===== src/rtl/ppm_pkg.sv =====
package ppm_pkg;
  // Bits per symbol; the period holds 2**SYM_W slots.
  localparam int unsigned SYM_W_DEFAULT = 4;
endpackage


===== src/rtl/ppm_phase_ctr.sv =====
module ppm_phase_ctr #(
  parameter int unsigned SYM_W = ppm_pkg::SYM_W_DEFAULT
) (
  input  logic             clk,
  input  logic             rst_n,
  output logic [SYM_W-1:0] phase,
  output logic             last
);
  logic [SYM_W-1:0] phase_q;

  always_ff @(posedge clk or negedge rst_n) begin
    if (!rst_n) phase_q <= '0;
    else        phase_q <= phase_q + SYM_W'(1);
  end

  assign phase = phase_q;
  assign last  = &phase_q;
endmodule


===== src/rtl/ppm_tx.sv =====
module ppm_tx #(
  parameter int unsigned SYM_W = ppm_pkg::SYM_W_DEFAULT
) (
  input  logic             clk,
  input  logic             rst_n,
  input  logic [SYM_W-1:0] phase,
  input  logic             last,
  input  logic             sym_valid,
  output logic             sym_ready,
  input  logic [SYM_W-1:0] sym_data,
  output logic             line_out
);
  logic             hold_vld;
  logic [SYM_W-1:0] hold_sym;
  logic             line_q;
  logic [SYM_W-1:0] phase_nxt;

  assign sym_ready = last;
  assign phase_nxt = phase + SYM_W'(1);

  // line_q holds the level for the slot the counter is in.
  always_ff @(posedge clk or negedge rst_n) begin
    if (!rst_n) begin
      hold_vld <= 1'b0;
      hold_sym <= '0;
      line_q   <= 1'b0;
    end else if (last) begin
      hold_vld <= sym_valid;
      hold_sym <= sym_data;
      line_q   <= sym_valid && (sym_data == '0);
    end else begin
      line_q   <= hold_vld && (phase_nxt >= hold_sym);
    end
  end

  assign line_out = line_q;

  // Once risen, the line stays high up to the end of the period.
  assert_line_holds_R3: assert property (@(posedge clk) disable iff (!rst_n)
    (line_q && !last) |=> line_q);

  // With nothing accepted, the line never rises.
  assert_idle_low_R4: assert property (@(posedge clk) disable iff (!rst_n)
    !hold_vld |-> !line_q);

  // A handshake always lands at the start of a new period.
  assert_accept_boundary_R2: assert property (@(posedge clk) disable iff (!rst_n)
    (sym_valid && sym_ready) |=> (phase == '0));
endmodule


===== src/rtl/ppm_rx.sv =====
module ppm_rx #(
  parameter int unsigned SYM_W = ppm_pkg::SYM_W_DEFAULT
) (
  input  logic             clk,
  input  logic             rst_n,
  input  logic [SYM_W-1:0] phase,
  input  logic             last,
  input  logic             line_in,
  output logic             out_valid,
  output logic [SYM_W-1:0] out_data,
  output logic             out_err
);
  logic             found_q;
  logic [SYM_W-1:0] first_q;
  logic             seen;
  logic             hit;

  // found_q left over from the previous period is ignored in slot 0.
  assign seen = (phase != '0) && found_q;
  assign hit  = seen || line_in;

  always_ff @(posedge clk or negedge rst_n) begin
    if (!rst_n) begin
      found_q   <= 1'b0;
      first_q   <= '0;
      out_valid <= 1'b0;
      out_data  <= '0;
      out_err   <= 1'b0;
    end else begin
      if (phase == '0) begin
        found_q <= line_in;
        first_q <= '0;
      end else if (!found_q && line_in) begin
        found_q <= 1'b1;
        first_q <= phase;
      end
      if (last) begin
        out_valid <= hit;
        out_err   <= !hit;
        out_data  <= seen ? first_q : phase;
      end else begin
        out_valid <= 1'b0;
        out_err   <= 1'b0;
      end
    end
  end

  // Results appear only in the first slot of a period.
  assert_result_slot0_R5: assert property (@(posedge clk) disable iff (!rst_n)
    (out_valid || out_err) |-> (phase == '0));

  assert_valid_pulse_R5: assert property (@(posedge clk) disable iff (!rst_n)
    out_valid |=> !out_valid);

  assert_err_excl_R6: assert property (@(posedge clk) disable iff (!rst_n)
    $onehot0({out_valid, out_err}));
endmodule


===== src/rtl/ppm_link.sv =====
module ppm_link #(
  parameter int unsigned SYM_W = ppm_pkg::SYM_W_DEFAULT
) (
  input  logic             clk,
  input  logic             rst_n,
  input  logic             sym_valid,
  output logic             sym_ready,
  input  logic [SYM_W-1:0] sym_data,
  output logic             line_out,
  input  logic             line_in,
  output logic             out_valid,
  output logic [SYM_W-1:0] out_data,
  output logic             out_err
);
  logic [SYM_W-1:0] phase;
  logic             last;

  ppm_phase_ctr #(.SYM_W(SYM_W)) u_ctr (
    .clk(clk), .rst_n(rst_n), .phase(phase), .last(last)
  );

  ppm_tx #(.SYM_W(SYM_W)) u_tx (
    .clk(clk), .rst_n(rst_n), .phase(phase), .last(last),
    .sym_valid(sym_valid), .sym_ready(sym_ready), .sym_data(sym_data),
    .line_out(line_out)
  );

  ppm_rx #(.SYM_W(SYM_W)) u_rx (
    .clk(clk), .rst_n(rst_n), .phase(phase), .last(last),
    .line_in(line_in), .out_valid(out_valid), .out_data(out_data),
    .out_err(out_err)
  );
endmodule


===== config.mk =====
export PLATFORM = sky130hd
export DESIGN_NAME = ppm_link
export DESIGN_NICKNAME = d
export VERILOG_FILES = /design/src/rtl/ppm_pkg.sv /design/src/rtl/ppm_phase_ctr.sv /design/src/rtl/ppm_tx.sv /design/src/rtl/ppm_rx.sv /design/src/rtl/ppm_link.sv
export SDC_FILE = /design/constraint.sdc
export NUM_CORES = 1
export LEC_CHECK = 0
export BUFFER_PORTS_ARGS = -buffer_cell sky130_fd_sc_hd__buf_2
export CAP_MARGIN = 10
export CORE_MARGIN = 4
export CORE_UTILIZATION = 40
export DETAILED_ROUTE_END_ITERATION = 10
export GPL_TIMING_DRIVEN = 0
export HOLD_SLACK_MARGIN = 0.1
export PLACE_DENSITY = 0.62
export SKIP_CTS_REPAIR_TIMING = 1
export SYNTH_ARGS = -nofsm -noshare
export SYNTH_HDL_FRONTEND = slang
export SYNTH_HIERARCHICAL = 1
export SYNTH_SLANG_ARGS = --single-unit

===== constraint.sdc =====
create_clock -name clk -period 2.85 [get_ports clk]
set_input_delay 0.285 -clock clk [delete_from_list [all_inputs] [get_ports clk]]
set_output_delay 0.285 -clock clk [all_outputs]
set_load 0.1 [all_outputs]

=== After elaboration in Yosys (flattened, before gate mapping) ===
Cells that the tools add are included.

* Flip-flop bits (word level): 21
* Output and inout bits: 8
* Logic and storage cells: 31

* Multiplexer cells: 8
* Reduce and logical (&&, ||, !) cells: 12
* Order comparisons: 1
* $add $sub $neg: 1

{| class="wikitable"
|+ Operator list
! operator !! number
|-
| 4-bit 2-to-1 mux || 3
|-
| 4-bit zero test || 2
|-
| 1-bit 2-to-1 mux || 5
|-
| 4-bit by 1-bit adder with 4-bit output (second input constant) || 1
|-
| 4-bit >= comparator || 1
|-
| 1-bit logical AND || 4
|-
| 4-bit AND reduction || 1
|-
| 4-bit nonzero test || 1
|-
| 1-bit zero test || 2
|-
| 2-bit nonzero test || 1
|-
| 1-bit logical OR || 1
|}

=== Depth between registers and ports, before layout ===
Gate-level depths: netlist of run 1.

* Depth after elaboration: 5
* Depth in mapped cells: 6
* Depth with buffers taken out: 6

=== Hierarchy ===
Netlist of run 1, hierarchy kept.

{| class="wikitable"
|+ Modules (own cells, without submodules)
! module !! cells each !! area an instance (sq um) !! times used
|-
| ppm_rx || 45 || 476.7 || 1
|-
| ppm_tx || 36 || 372.9 || 1
|-
| ppm_phase_ctr || 10 || 146.4 || 1
|}

=== Least setup slack after synthesis of run 1 ===
Ideal clock, no wire load.

* Kind: reg-to-reg
* Start: register u_ctr.phase_q[0] (netlist: u_ctr/phase[0])
* End: register u_tx.line_q (netlist: u_tx/line_out)
* Arrival time: 1.478 ns
* Setup time: 0.080 ns
* Clock period less this slack: 1.558 ns
* Path slack: 1.292 ns
* Data required time: 2.770 ns
* Stages on the path, launching flop included: 7
* Cell sequence: dfrtp_1 -> ha_1 -> xor2_1 -> ha_1 -> o211ai_1 -> a211o_1 -> o211ai_2

* Cells in the longest elaborated chain, start to end: 4
* Elaborated cells between the ends (all ways): 5
* Those cells by class: 1 x add/sub; 1 x order compare; 1 x mux; 2 x reduce/logical

{| class="wikitable"
|+ RTL lines
! what !! RTL line !! source
|-
| start, declared || ppm_phase_ctr.sv:9 || <nowiki>logic [SYM_W-1:0] phase_q;</nowiki>
|-
| start signal, assigned || ppm_phase_ctr.sv:13 || <nowiki>else phase_q <= phase_q + SYM_W'(1);</nowiki>
|-
| 4-bit by 1-bit adder with 4-bit output || ppm_tx.sv:19 || <nowiki>assign phase_nxt = phase + SYM_W'(1);</nowiki>
|-
| 4-bit >= comparator || ppm_tx.sv:32 || <nowiki>line_q <= hold_vld && (phase_nxt >= hold_sym);</nowiki>
|-
| 1-bit logical AND || ppm_tx.sv:32 ||
|-
| 1-bit 2-to-1 mux * || ppm_tx.sv:27 || <nowiki>end else if (last) begin</nowiki>
|-
| end signal, assigned || ppm_tx.sv:30 || <nowiki>line_q <= sym_valid && (sym_data == '0);</nowiki>
|-
| end signal, assigned || ppm_tx.sv:32 ||
|-
| end, declared || ppm_tx.sv:15 || <nowiki>logic line_q;</nowiki>
|}

Mark *: on every way between the ends. The rest lies on a longest branch, timed or not.
A chain may end at the register's enable or synchronous reset.

=== Final worst setup path of run 1 ===
* Start: register u_ctr.phase_q[0] (netlist: u_ctr/phase[0])
* End: output sym_ready

* Cells in the longest elaborated chain, start to end: 1

{| class="wikitable"
|+ RTL lines
! what !! RTL line !! source
|-
| 4-bit AND reduction || ppm_phase_ctr.sv:17 || <nowiki>assign last = &phase_q;</nowiki>
|-
| end, declared || ppm_link.sv:7 || <nowiki>output logic sym_ready,</nowiki>
|}

Every way passes these cells.

==> results of run 1 <==
-- synth_stat cells --
library cell,number
o211ai_1,1
nor2_1,9
nor4_1,2
clkbuf_1,2
nand2b_1,1
and3_2,1
a31oi_1,4
a21oi_2,1
nor2b_1,5
inv_1,5
nand3_1,3
xor2_1,2
nand2_1,5
a21oi_1,5
mux2i_1,4
ha_1,6
buf_6,1
buf_4,1
dfrtp_1,21
xnor2_1,2
buf_2,1
and2_1,1
mux2_2,1
or4_4,1
a211o_1,1
o211ai_2,1
o21ai_0,3
nand2b_4,1
-- cells by family after synthesis --
family	Yosys count
XOR/XNOR	4
flip-flops	21
adder cells (fa/ha/maj)	6
buffers and inverters	10
AND/OR/NAND/NOR	29
multiplexers	5
AO/OA/AOI/OAI	16
-- worst max-delay path: cells and delay by family, from the launching register on --
family        cells  cell delay (ps)
flops             1              550
buf+inv           2              520
simple gates      1              230
fa+ha+maj         1              230
-- layer usage --
| layer | GRT usage (%) | vias to the layer above | routed length, um |
|---|---|---|---|
| li1 | - | 350 | - |
| met1 | 15.16 | 327 | 837 |
| met2 | 17.74 | 10 | 788 |
| met3 | 3.341 | 5 | 59 |
| met4 | 7.947 | 0 | 51 |
| met5 | 0 | - | 0 |
-- registers in the layout, summed over array words and instances (netlist names), 4 cells and up --
signal / flops
u_ctr/phase: 4
u_rx/first_q: 4
u_rx/out_data: 4
u_tx/hold_sym: 4
-- final cells by class --
class                           count  area, sq um  share of cell area (%)
Sequential cell                    21        525.5                   45.95
Tap cell                           28        35.03                   3.063
Clock inverter                      1        5.005                  0.4376
Buffer                              5        31.28                   2.735
Multi-Input combinational cell     60        420.4                   36.76
Timing Repair Buffer               16        85.08                   7.440
Clock buffer                        3        22.52                   1.969
Inverter                            5        18.77                   1.641
-- metrics by stage --
stage | hold WS, ps | setup slack, ps | utilization (%) | instances | power (mW)
final | 180.6 | 726.1 | 49.78 | 139 | 0.5155
after global routing | 188.4 | 608.2 | 49.78 | 139 | 0.5350
after CTS | -93.50 | 707.0 | 49.35 | 138 | 0.5207
after detailed placement | 264.2 | 1079 | 48.15 | 134 | 0.3726
after global placement | 262.5 | 1094 | 48.15 | 134 | 0.3711
after floorplan | -10.59 | 1292 | - | 91 | 0.3535
-- where the power goes --
group	internal [mW]	total, mW	switching (mW)
Sequential	0.305	0.308	0.00326
Combinational	0.0156	0.0585	0.0428
Clock	0.0525	0.149	0.0961
-- worst paths after layout --
check                                          start                           end  slack [ps]  cells after the start
setup / recovery            u_ctr/phase[0]$_DFF_PN0_                     sym_ready         730                      4
hold reg to reg            u_tx/hold_vld$_DFFE_PN0P_     u_tx/hold_vld$_DFFE_PN0P_         540                      2
min in group asynchronous                      rst_n  u_rx/out_data[0]$_DFFE_PN0P_         440                      2
hold / removal                               line_in      u_rx/found_q$_DFFE_PN0P_         180                      3
max in group asynchronous                      rst_n      u_ctr/phase[0]$_DFF_PN0_        2090                      2
setup reg to reg            u_ctr/phase[0]$_DFF_PN0_       u_tx/line_out$_DFF_PN0_        1150                      6
==> results.py, run 1 <==
metrics = {
    "run_status": {
        "status": "completed",
    },
    "job": {
        "maxCapViolations": 0,
    },
    "setup_path": {
        "critPathKind": "reg -> out",
        "crit_path_end_kind": "primary output",
        "critPathMaxStageDelay_ps": 550,
        "crit_fanout": 10,
        "startpoint_type": "flip-flop",
        "required_ps": 2570,
        "critPathArrivalTime_ps": 1840,
        "cp_cell_sequence": "ha_1, and3_2, buf_4, buf_2",
        "slowest_stage": "dfrtp_1",
    },
    "global_routing": {
        "grt_antenna_before_repair": 0,
        "grt_max_degree": 22,
        "grt_pass1_vias": 685,
        "grt_overflow": 0,
        "grt_first_pass_wirelength_um": 3015,
        "grt_usage_pct": 11.98,
    },
    "placed_design": {
        "placed_cell_area_sq_mm": 0.001106,
        "port-buffer-count": 15,
        "dpl.hpwl_um": 1262,
        "gp_routability_congestion": 0.7202,
    },
    "clocking": {
        "cts_sinks": 21,
        "clk_path_buf_depth": 2,
        "cts-htree-levels": 1,
        "cts_tree": "done",
        "cts_made_buffers": 3,
        "clock_latency_ps": 310,
        "clkSlewWorstSetupHoldPaths_ps": 120,
        "root_buffer": "clkbuf_4",
    },
    "synthesis": {
        "synthMuxAreaShare_pct": 5.151,
        "synth-simple-area-share_pct": 15.70,
        "seq_area_frac_synth_pct": 52.76,
        "synth_cell_types": 28,
        "synth_compound_area_share_pct": 10.30,
        "synth_warnings": 6,
        "synthTopCellsByArea": "dfrtp_1 (53%), ha_1 (7.5%), mux2i_1 (4.0%), nor2_1 (3.4%), nor2b_1 (3.1%)",
        "yosysTopAreaCellShare_pct": 52.76,
        "syn_area_sq_um": 996.0,
        "syn_area_per_cell_sq_um": 10.94,
        "synth_top_area_cell": "dfrtp_1",
        "synth_xor_area_share_pct": 3.518,
        "syn_inst": 91,
        "synth_top_family_by_area": "simple AND/OR/NAND/NOR gates",
        "synth_nets": 105,
        "ys_seq_elements": 21,
        "yosys.area_share.adder_pct": 7.538,
    },
    "power_and_ir_drop": {
        "p_leak_nw": 0.6037,
        "power.density_mw_per_mm2": 450.8,
        "ir_drop_mv": 0.2237,
    },
    "timing": {
        "clock.fmax_mhz": 470.8,
        "rsz0062_at_grt": "false",
        "worst_slew_pin_slew_ps": 591.3,
        "period_share_pct": 74.52,
        "slew_headroom_pct": 60.22,
        "finalSetupViolCount": 0,
        "min_period_ps": 2124,
        "final-hold-violation-count": 0,
        "worst_clock_skew_ps": 5.588,
        "drv_slew": 0,
        "setup_tns_ps": 0,
    },
    "detailed_routing": {
        "ant_nets": 0,
        "drt_first_iter_violations": 12,
        "drc": 0,
        "totalWireLength_um": 1737,
        "vias": 692,
        "viasPerCell": 4.978,
        "dr.pass1.iters": 4,
        "wl_per_cell_um": 12.50,
    },
    "layout": {
        "fillerInstances": 211,
        "drive_above_1_share_pct": 25.23,
        "nets": 126,
        "final_area_sq_mm": 0.001144,
        "syn_to_final_growth_pct": 14.82,
        "final_common_cell": "dfrtp_1",
        "final_cell_mix": "dfrtp_1 (21), buf_2 (16), nor2_1 (9)",
        "antenna_cells": 0,
    },
    "die": {
        "die_area_sq_mm": 0.003352,
        "rows": 17,
        "core-area_sq_mm": 0.002297,
        "start_util_pct": 43.36,
        "die_h_um": 57.90,
        "ios": 16,
        "die_x_um": 57.90,
    },
    "hold_path": {
        "hold_path_class": "in -> reg",
    },
}
Note: power is estimated with default switching activity, not from simulation.
==> run 2, diff against run 1 <==
--- a/config.mk
+++ b/config.mk
@@ -12,7 +12,7 @@
 export DETAILED_ROUTE_END_ITERATION = 10
 export GPL_TIMING_DRIVEN = 0
 export HOLD_SLACK_MARGIN = 0.1
-export PLACE_DENSITY = 0.62
+export PLACE_DENSITY = 0.64
 export SKIP_CTS_REPAIR_TIMING = 1
 export SYNTH_ARGS = -nofsm -noshare
 export SYNTH_HDL_FRONTEND = slang
==> constraint.sdc (replaced) <==
create_clock -name clk -period 1.8 [get_ports clk]
set_input_delay 0.18 -clock clk [delete_from_list [all_inputs] [get_ports clk]]
set_output_delay 0.18 -clock clk [all_outputs]
set_load 0.1 [all_outputs]
==> run 2 against run 1 <==
Net effect:
- die area did not move
- register-to-register slack got worse by 1100 ps
- worst setup slack got worse by 650 ps
- final cell count rose by 5.0%
- critical path type unchanged
- flip-flop and latch count did not move
- cell area rose by 5.7%
- combinational power rose by 66%
- clock power rose by 55%
- wire length fell by 2.0%
- global-route usage fell by 1.6 points
- non-clock buffer count rose by 7
- sequential share of layout area fell by 2.3 points
==> results.py, run 2 (synthesis results as in run 1) <==
metrics = {
    "run_status": {
        "status": "completed",
    },
    "timing": {
        "clock.fmax_mhz": 580.4,
        "period_share_pct": 95.72,
        "hold_ws_ps": 110.1,
        "slew_headroom_pct": 62.38,
        "rsz0062_at_grt": "false",
        "final-hold-violation-count": 0,
        "worst_slew_pin_slew_ps": 559.1,
        "min_period_ps": 1723,
        "finalSetupViolCount": 0,
        "setup_tns_ps": 0,
        "worst_clock_skew_ps": 3.898,
        "drv_slew": 0,
    },
    "clocking": {
        "root_buffer": "clkbuf_4",
        "cts_tree": "done",
        "cts_made_buffers": 3,
        "cts_sinks": 21,
        "clk_path_buf_depth": 2,
        "cts-htree-levels": 1,
        "clkSlewWorstSetupHoldPaths_ps": 120,
        "clock_latency_ps": 300,
    },
    "die": {
        "core-area_sq_mm": 0.002297,
        "ios": 16,
        "die_x_um": 57.90,
        "rows": 17,
        "die_area_sq_mm": 0.003352,
        "start_util_pct": 43.36,
        "die_h_um": 57.90,
    },
    "power_and_ir_drop": {
        "ir_drop_mv": 0.4281,
        "power.density_mw_per_mm2": 675.0,
        "p_total_uw": 815.8,
        "p_leak_nw": 0.6321,
    },
    "layout": {
        "antenna_cells": 0,
        "nets": 133,
        "ff_latch_area_sq_um": 528.0,
        "fillerInstances": 201,
        "multi_input_area_sq_um": 420.4,
        "syn_to_final_growth_pct": 21.36,
        "drive_above_1_share_pct": 28.81,
        "fin_util_pct": 52.61,
        "final_cell_mix": "dfrtp_1 (19), buf_2 (15), nor2_1 (9)",
        "final_common_cell": "dfrtp_1",
        "fin_cells": 146,
    },
    "detailed_routing": {
        "viasPerCell": 4.863,
        "vias": 710,
        "ant_nets": 0,
        "drt_first_iter_violations": 7,
        "drc": 0,
        "totalWireLength_um": 1702,
        "wl_per_cell_um": 11.66,
        "dr.pass1.iters": 4,
    },
    "setup_path": {
        "critPathKind": "reg -> out",
        "required_ps": 1620,
        "crit_path_end_kind": "primary output",
        "startpoint_type": "flip-flop",
        "crit_fanout": 4,
        "critPathArrivalTime_ps": 1540,
    },
    "global_routing": {
        "grt_pass1_vias": 639,
        "grt_usage_pct": 10.34,
        "grt_max_degree": 22,
        "grt_antenna_before_repair": 0,
        "grt_first_pass_wirelength_um": 2670,
        "grt_overflow": 0,
    },
    "placed_design": {
        "place_inst": 134,
        "port-buffer-count": 15,
        "dpl.hpwl_um": 1154,
        "gp_routability_congestion": 0.7130,
    },
    "hold_path": {
        "hold_path_class": "in -> reg",
    },
    "job": {
        "maxCapViolations": 0,
    },
}
==> run 2: cell count changes in the layout (fill, tap and decap cells not counted), sizes merged <==
| cell | delta |
|---|---|
| buf | +4 |
| dlygate4sd3 | +3 |
==> run 2: worst max-delay path, cell delays in order, from the launching register on <==
cell and delay, ps:
dfrtp_2 440, ha_1 200, and3_2 240, buf_4 130
buf_4 220
==> run 2: cell type report <==
type	instances	share of cell area (%)
Multi-Input combinational cell	60	34.78
Clock inverter	1	0.4141
Sequential cell	21	43.69
Tap cell	28	2.899
Timing Repair Buffer	23	12.22
Inverter	5	1.553
Clock buffer	3	1.863
Buffer	5	2.588
==> run 2: stage by stage <==
step                      setup slack, ps  instance area, sq um
after floorplan                     241.6                 996.0
after global placement              132.3                  1106
after detailed placement            127.4                  1106
after CTS                          -229.7                  1134
after global routing                9.552                  1209
final                               76.96                  1209
==> run 2: final timing paths <==
kind / endpoint / from / cells past startpoint / slack [ps]
setup / recovery: sym_ready / u_ctr/phase[1]$_DFF_PN0_ / 4 / 80
hold / removal: u_tx/hold_sym[1]$_DFFE_PN0P_ / sym_data[1] / 3 / 110
setup reg to reg: u_tx/line_out$_DFF_PN0_ / u_ctr/phase[0]$_DFF_PN0_ / 7 / 90
hold reg to reg: u_tx/hold_vld$_DFFE_PN0P_ / u_tx/hold_vld$_DFFE_PN0P_ / 2 / 530
max in group asynchronous: u_ctr/phase[1]$_DFF_PN0_ / rst_n / 2 / 1110
min in group asynchronous: u_rx/out_data[1]$_DFFE_PN0P_ / rst_n / 2 / 350
==> run 2: power breakdown <==
group | switching (mW) | internal (mW) | total, mW
Combinational | 0.0682 | 0.0289 | 0.0972
Sequential | 0.00476 | 0.483 | 0.488
Clock | 0.148 | 0.0829 | 0.231
Total | 0.221 | 0.595 | 0.816
==> run 2: layer usage <==
metal,wire [um],vias to the layer above,track usage [%]
met1,849,334,12.74
li1,-,365,-
met5,0,-,0
met3,59,2,2.673
met2,779,9,16.29
met4,13,0,5.960
